[src/rtl/swd_pkg.sv]
package swd_pkg;

  typedef enum logic {
    SWD_ARMED = 1'b0,
    SWD_PULSE = 1'b1
  } swd_state_e;

  function automatic int unsigned swd_max(int unsigned a, int unsigned b);
    return (a > b) ? a : b;
  endfunction

endpackage

[src/rtl/swd_strobe_sync.sv]
module swd_strobe_sync #(
  parameter int unsigned SYNC_STAGES = 2
) (
  input  logic clk_i,
  input  logic rst_ni,
  input  logic strobe_i,
  output logic kick_o
);

  localparam int unsigned TOP = SYNC_STAGES;

  // chain[0..TOP-1] synchronize, chain[TOP] holds the previous settled level
  logic [TOP:0] chain_q;

  // Free-running so the chain is settled by the time reset is released
  always_ff @(posedge clk_i) begin
    chain_q <= {chain_q[TOP-1:0], strobe_i};
  end

  assign kick_o = chain_q[TOP] & ~chain_q[TOP-1];

  // a kick is a single-cycle event, never a level
  a_r4_kick_is_pulse: assert property (@(posedge clk_i) disable iff (!rst_ni)
    kick_o |=> !kick_o);

endmodule

[src/rtl/swd_timer.sv]
module swd_timer
  import swd_pkg::*;
#(
  parameter int unsigned TIMEOUT_CYCLES = 1000,
  parameter int unsigned PULSE_CYCLES   = 100
) (
  input  logic clk_i,
  input  logic rst_ni,
  input  logic kick_i,
  output logic wdog_no
);

  localparam int unsigned SPAN  = swd_max(swd_max(TIMEOUT_CYCLES, PULSE_CYCLES), 2);
  localparam int unsigned CNT_W = $clog2(SPAN);
  localparam logic [CNT_W-1:0] T_LAST = CNT_W'(TIMEOUT_CYCLES - 1);
  localparam logic [CNT_W-1:0] P_LAST = CNT_W'(PULSE_CYCLES - 1);

  swd_state_e       state_q, state_d;
  logic [CNT_W-1:0] cnt_q, cnt_d;
  logic             at_limit;

  assign at_limit = (state_q == SWD_ARMED) ? (cnt_q == T_LAST) : (cnt_q == P_LAST);

  always_comb begin
    state_d = state_q;
    cnt_d   = cnt_q + 1'b1;
    unique case (state_q)
      SWD_ARMED: begin
        if (kick_i) begin
          cnt_d = '0;                 // kick wins over expiry
        end else if (at_limit) begin
          state_d = SWD_PULSE;
          cnt_d   = '0;
        end
      end
      SWD_PULSE: begin
        if (at_limit) begin           // kicks ignored here
          state_d = SWD_ARMED;
          cnt_d   = '0;
        end
      end
      default: begin
        state_d = SWD_ARMED;
        cnt_d   = '0;
      end
    endcase
  end

  always_ff @(posedge clk_i or negedge rst_ni) begin
    if (!rst_ni) begin
      state_q <= SWD_ARMED;
      cnt_q   <= '0;
    end else begin
      state_q <= state_d;
      cnt_q   <= cnt_d;
    end
  end

  assign wdog_no = (state_q != SWD_PULSE);

  // output high whenever reset is asserted
  a_r1_reset_high: assert property (@(posedge clk_i)
    !rst_ni |-> (wdog_no && cnt_q == '0));

  // the output only falls after a full, unkicked period
  a_r2_expiry_at_limit: assert property (@(posedge clk_i) disable iff (!rst_ni)
    $fell(wdog_no) |-> ($past(cnt_q) == T_LAST && !$past(kick_i)));

  // a kick while armed restarts counting from zero
  a_r3_kick_restarts: assert property (@(posedge clk_i) disable iff (!rst_ni)
    (wdog_no && kick_i) |=> (wdog_no && cnt_q == '0));

  // pulse counter never passes the pulse length
  a_r5_pulse_bound: assert property (@(posedge clk_i) disable iff (!rst_ni)
    !wdog_no |-> (cnt_q <= P_LAST));

  // after the pulse a fresh period begins
  a_r6_rearm_fresh: assert property (@(posedge clk_i) disable iff (!rst_ni)
    $rose(wdog_no) |-> (cnt_q == '0 && $past(cnt_q) == P_LAST));

  // a kick during the pulse does not end it early
  a_r7_pulse_ignores_kick: assert property (@(posedge clk_i) disable iff (!rst_ni)
    (!wdog_no && kick_i && cnt_q != P_LAST) |=> !wdog_no);

endmodule

[src/rtl/strobe_watchdog.sv]
module strobe_watchdog #(
  parameter int unsigned TIMEOUT_CYCLES = 1000,
  parameter int unsigned PULSE_CYCLES   = 100,
  parameter int unsigned SYNC_STAGES    = 2
) (
  input  logic clk_i,
  input  logic sys_rst_ni,
  input  logic strobe_i,
  output logic wdog_no
);

  logic kick;

  swd_strobe_sync #(
    .SYNC_STAGES (SYNC_STAGES)
  ) u_sync (
    .clk_i    (clk_i),
    .rst_ni   (sys_rst_ni),
    .strobe_i (strobe_i),
    .kick_o   (kick)
  );

  swd_timer #(
    .TIMEOUT_CYCLES (TIMEOUT_CYCLES),
    .PULSE_CYCLES   (PULSE_CYCLES)
  ) u_timer (
    .clk_i   (clk_i),
    .rst_ni  (sys_rst_ni),
    .kick_i  (kick),
    .wdog_no (wdog_no)
  );

endmodule

[config.mk]
export PLATFORM = sky130hd
export DESIGN_NAME = strobe_watchdog
export DESIGN_NICKNAME = d
export VERILOG_FILES = /design/src/rtl/swd_pkg.sv /design/src/rtl/swd_strobe_sync.sv /design/src/rtl/swd_timer.sv /design/src/rtl/strobe_watchdog.sv
export SDC_FILE = /design/constraint.sdc
export NUM_CORES = 1
export LEC_CHECK = 0
export ABC_AREA = 1
export CAP_MARGIN = 0
export CORE_AREA = 5 5 42 44
export CTS_BUF_LIST = sky130_fd_sc_hd__clkbuf_8
export CTS_CLUSTER_DIAMETER = 60
export DETAILED_ROUTE_END_ITERATION = 7
export DIE_AREA = 0 0 47 49
export PLACE_DENSITY = 0.71
export SYNTH_ARGS = -nofsm -noshare
export SYNTH_HDL_FRONTEND = slang
export SYNTH_SLANG_ARGS = --single-unit
[constraint.sdc]
create_clock -name clk_i -period 1.3 [get_ports clk_i]
set_input_delay 0.39 -clock clk_i [delete_from_list [all_inputs] [get_ports clk_i]]
set_output_delay 0.39 -clock clk_i [all_outputs]
set_load 0.02 [all_outputs]
* Word level (Yosys, flattened, before mapping)
Cells that the tools add are included.
** Storage, ports and cells
- Logic and storage cells :: 17
- Register bits after elaboration :: 14
** Operators by class
- Eq/ne operators :: 2
- Bitwise operators :: 3
- Mux-type cells :: 8
- Add/subtract/negate cells :: 1
** Operators by type and width (number)
- 2-to-1 mux 10 bit :: 2
- one-hot mux 10 bit (2 select lines) :: 1
- adder 10 x 1 -> 10 bit (second input constant) :: 1
- equality test 10 bit (second input constant) :: 1
- equality test 10 x 7 -> 1 bit (second input constant) :: 1
- 2-to-1 mux 1 bit :: 4
- inverter 1 bit :: 2
- one-hot mux 1 bit (2 select lines) :: 1
- AND 1 bit :: 1

* Logic depth before layout (Yosys ltp)
- Word-level depth :: 5
- Depth in mapped cells :: 7

* Modules after synthesis
From an unflattened synthesis, not the netlist that was laid out.
** Unflattened totals
- Cells, all modules :: 77
- Area, all modules :: 674.4 um^2
** Modules (own cells, without submodules)
- swd_timer :: cells each 72, area an instance 604.3 um^2, instances 1
- swd_strobe_sync :: cells each 5, area an instance 70.1 um^2, instances 1

* Worst setup path after synthesis
Ideal clock, no wire load.
- Kind :: register -> register
- Start :: register u_timer.cnt_q[0]
- End :: register u_timer.cnt_q[8]
- Data arrival time :: 1.047 ns
- Data required time :: 1.181 ns
- Path slack :: 0.135 ns
- Cell stages (with the launch flop) :: 7
- Setup time :: 0.119 ns
- Period minus slack after synthesis :: 1.165 ns
- Cells stage by stage :: dfrtp_1 ha_1 nand2_1 nor2_1 nand3_1 xor2_1 nor2_2
** On the way
- Longest elaborated chain between the ends :: 5
- Elaborated cells between the ends (all ways) :: 7
- Those cells by class :: add/sub (1); eq/ne (2); mux (4)
** Ends and longest elaborated chain
- from (decl) :: RTL line swd_timer.sv:19 : logic [CNT_W-1:0] cnt_q, cnt_d;
- from (signal assigned) :: RTL line swd_timer.sv:55 : cnt_q <= cnt_d;
- parallel branches: the longest is 2 deep, another holds adder 10 x 1 -> 10 bit
- 2-to-1 mux 10 bit (*) :: RTL line swd_timer.sv:31, swd_timer.sv:37
- 2-to-1 mux 10 bit :: RTL line swd_timer.sv:29 : if (kick_i) begin
- one-hot mux 10 bit (2 select lines) (*) :: RTL line swd_timer.sv:27 : unique case (state_q)
- via u_timer.cnt_d[8] :: RTL line swd_timer.sv:19
Mark *: on every way through the listed nets, which the timed path passes.

* Worst setup path in the final report
- Start :: register u_timer.cnt_q[1]
- End :: register u_timer.cnt_q[8]
Same word-level chain as after synthesis.

==> summary.md <==
| Metric | Value |
|---|---|
| Post-synth top area share | `0.431` |
| Seq/Total Area, Yosys | `0.524` |
| Routed Wire Length | `1110 µm` |
| Cell Area, Synth | `639 µm²` |
| Setup Viol. Count Final | `0` |
| CTS tree | `yes` |
| Data arrival, critical path | `1.36 ns` |
| Row count | `14` |
| CTS Buf Count | `3` |
| Worst Tran Pin Value | `0.221 ns` |
| Post-CTS Hold Fix Bufs | `0` |
| Synth area leader | `dfrtp_1` |
| Area Overhead vs Synth | `26.2%` |
| Critical Path Max Stage Delay | `0.36 ns` |
| Critical-path cell list | `ha_2 > nand2_1 > nor2_2 > nand3_1 > xor2_1 > nor2_2` |
| NetSw | `298 µW` |
| Fmax | `819 MHz` |
| Cell family with most CP delay | `simple AND/OR/NAND/NOR gates` |
| 1st-pass router iterations | `4` |
| Largest net degree at the start of global routing | `12` |
| Status | `finished, final reports clean` |
| Peak VDD IR | `0.000765 V` |
| Sw frac | `0.260` |
| Max Cap Violations | `0` |
| CTS max path bufs | `2` |
| Crit end category | `flip-flop` |
| Via Count | `490` |
| Pins Over Slew Limit | `0` |
| Fin. Hold Viols | `0` |
| Clock network power share | `0.366` |
| CORE AREA | `1400 µm²` |
| CP Launch Type | `flip-flop` |
| Tmin final | `1.22 ns` |
| Critical path's slowest cell | `dfrtp_1` |
| All-Layer GR Usage | `0.114` |
| Initial antenna violation count | `0` |
| Unique masters post-synth | `18` |
| First DRT Iteration DRCs | `9` |
| # clock sinks | `14` |
| First-pass GRT wire length | `1810 µm` |
| Synthesized net count | `75` |
| Seq pwr share | `0.463` |
| Syn Inst Count | `71` |
| Die H | `49 µm` |
| CP most frequent cell | `nor2_2` |
| DRC Markers | `0` |
| Wirelength per Cell | `11.1 µm` |
| Final cell count without fillers | `100` |
| Top post-synthesis cells by area | `dfrtp_1 43%, dfxtp_1 9.4%, nor2_1 8.8%, xor2_1 5.5%, nand2_1 5.3%` |
| Initial Util | `0.456` |
| Synthesis Warnings | `0` |
| Post-DP HPWL | `751 µm` |
| Cell area power density | `1420 nW/µm²` |
| Share of post-route cells with drive strength above 1 | `0.286` |
| Vias in the first global route | `409` |
| Fraction of the cycle the final worst path needs | `0.939` |
| H-tree depth | `1` |
| Antenna fix cells | `0` |
| Crit path kind | `flip-flop to flip-flop` |
| #FFs+latches synth | `14` |
| Mean area per synthesized cell | `9.01 µm²` |
| Congestion Overflow GR | `0` |
| Vias per std cell | `4.90` |
| Dpl cells | `94` |
| DIE WIDTH | `47 µm` |
| Final ANT Viol Nets | `0` |
| Clock Latency Late Sink | `0.24 ns` |
| Filler cells | `126` |
| Buf/Inv on CP | `0` |
| Hold Crit Class | `flip-flop to flip-flop` |
| Static Leak | `0.358 nW` |
| Setup Skew | `0.00218 ns` |
| P_int | `848 µW` |
| Total power | `1.15 mW` |
| Die area | `2300 µm²` |
| I/O Buffers | `3` |
| Final GP Congestion | `0.722` |
| Slew margin rel. | `0.852` |
| Comb power frac | `0.172` |
| NumNets Final | `89` |
| Worst path required time | `1.43 ns` |
| Root buffer cell | `clkbuf_8` |
| Clk slew on worst S/H paths | `0.06 ns` |
| CP max FO | `3` |
| # IOs | `4` |
-- synthesized netlist by cell type, drive strengths merged --
| library cell | instances |
|---|---|
| nor2 | 17 |
| nand2 | 12 |
| dfrtp | 11 |
| inv | 9 |
| nand3 | 6 |
| o21ai | 6 |
| xor2 | 4 |
| dfxtp | 3 |
| xnor2 | 2 |
| ha | 1 |
-- layer usage --
layer	vias to the layer above	share of wire	GRT usage
li1	244	-	-
met1	237	0.47	0.159
met2	5	0.48	0.143
met3	4	0.024	0.0332
met4	0	0.031	0.0829
met5	-	0	0
-- layout make-up --
class	instances	area (µm²)	area share
clock buffers	4	55.1	0.0682
flip-flops and latches	14	335	0.416
repair buffers	8	62.6	0.0775
inverters	9	33.8	0.0419
well taps	16	20.0	0.0248
multi-input cells	49	300	0.372
-- power groups by stage --
stage | Sequential, mW | Combinational [mW] | Clock, mW
final | 0.530 | 0.197 | 0.419
after global routing | 0.538 | 0.222 | 0.462
after CTS | 0.529 | 0.156 | 0.429
after detailed placement | 0.537 | 0.155 | 0
after global placement | 0.534 | 0.150 | 0
after floorplan | 0.527 | 0.114 | 0
-- cell usage in the layout, fill, tap and decap left out --
cell type | synthesis | layout
nand3_2 | 2 | 1
nand3_4 | 0 | 1
inv_1 | 8 | 8
inv_2 | 1 | 1
xnor2_1 | 2 | 2
buf_4 | 0 | 5
nand2_4 | 1 | 2
clkdlybuf4s50_1 | 0 | 2
dfrtp_1 | 11 | 11
nor2_1 | 15 | 13
nor2_4 | 1 | 1
xor2_1 | 4 | 4
nand3_1 | 4 | 4
o21ai_2 | 1 | 2
nand2_2 | 2 | 2
nor2_2 | 1 | 3
ha_2 | 0 | 1
o21ai_1 | 2 | 1
dfxtp_1 | 3 | 3
clkbuf_8 | 0 | 4
buf_2 | 0 | 1
o21ai_0 | 3 | 3
nand2_1 | 9 | 9
-- path summary, 6_finish.rpt --
path                                       startpoint                         end  slack (ns)  cells after the start
max                        u_timer.cnt_q[1]$_DFF_PN0_  u_timer.cnt_q[8]$_DFF_PN0_        0.08                      6
min                         u_sync.chain_q[0]$_DFF_P_   u_sync.chain_q[1]$_DFF_P_        0.32                      0
max reg2reg                u_timer.cnt_q[1]$_DFF_PN0_  u_timer.cnt_q[8]$_DFF_PN0_        0.08                      6
min reg2reg                 u_sync.chain_q[0]$_DFF_P_   u_sync.chain_q[1]$_DFF_P_        0.32                      0
max in group asynchronous                  sys_rst_ni   u_timer.state_q$_DFF_PN0_        0.72                      2
min in group asynchronous                  sys_rst_ni  u_timer.cnt_q[1]$_DFF_PN0_        0.44                      2
-- flip-flops by register name, summed over array words and instances, names as in the netlist --
register,flops
u_sync.chain_q,3
u_timer.state_q,1
u_timer.cnt_q,10
-- per-stage QoR --
step                      setup slack [ns]  setup TNS, ns  hold slack (ns)  cell area [µm²]  utilization
final                               0.0792              0            0.325              807        0.576
after floorplan                      0.135              0           0.0944              639            -
after detailed placement            -0.109         -0.109            0.314              719        0.513
after global placement             -0.0959        -0.0959            0.311              719        0.513
after CTS                           0.0397              0            0.328              769        0.549
after global routing              -0.00596       -0.00779            0.333              807        0.576
-- cells by family after synthesis --
family                   after synthesis  synth area share
buffers and inverters                  9            0.0528
flip-flops                            14             0.524
AND/OR/NAND/NOR                       35             0.268
XOR/XNOR                               6            0.0822
adder cells (fa/ha/maj)                1            0.0196
AO/OA/AOI/OAI                          6            0.0528
-- timing repair --
action                                  in CTS  in global routing
endpoints found under the setup margin       1                  9
pin swaps                                    0                  2
gates cloned                                 0                  1
setup buffers                                0                  1
gates resized for setup                      4                  6
No activity file was read; power rests on OpenSTA's default activity.
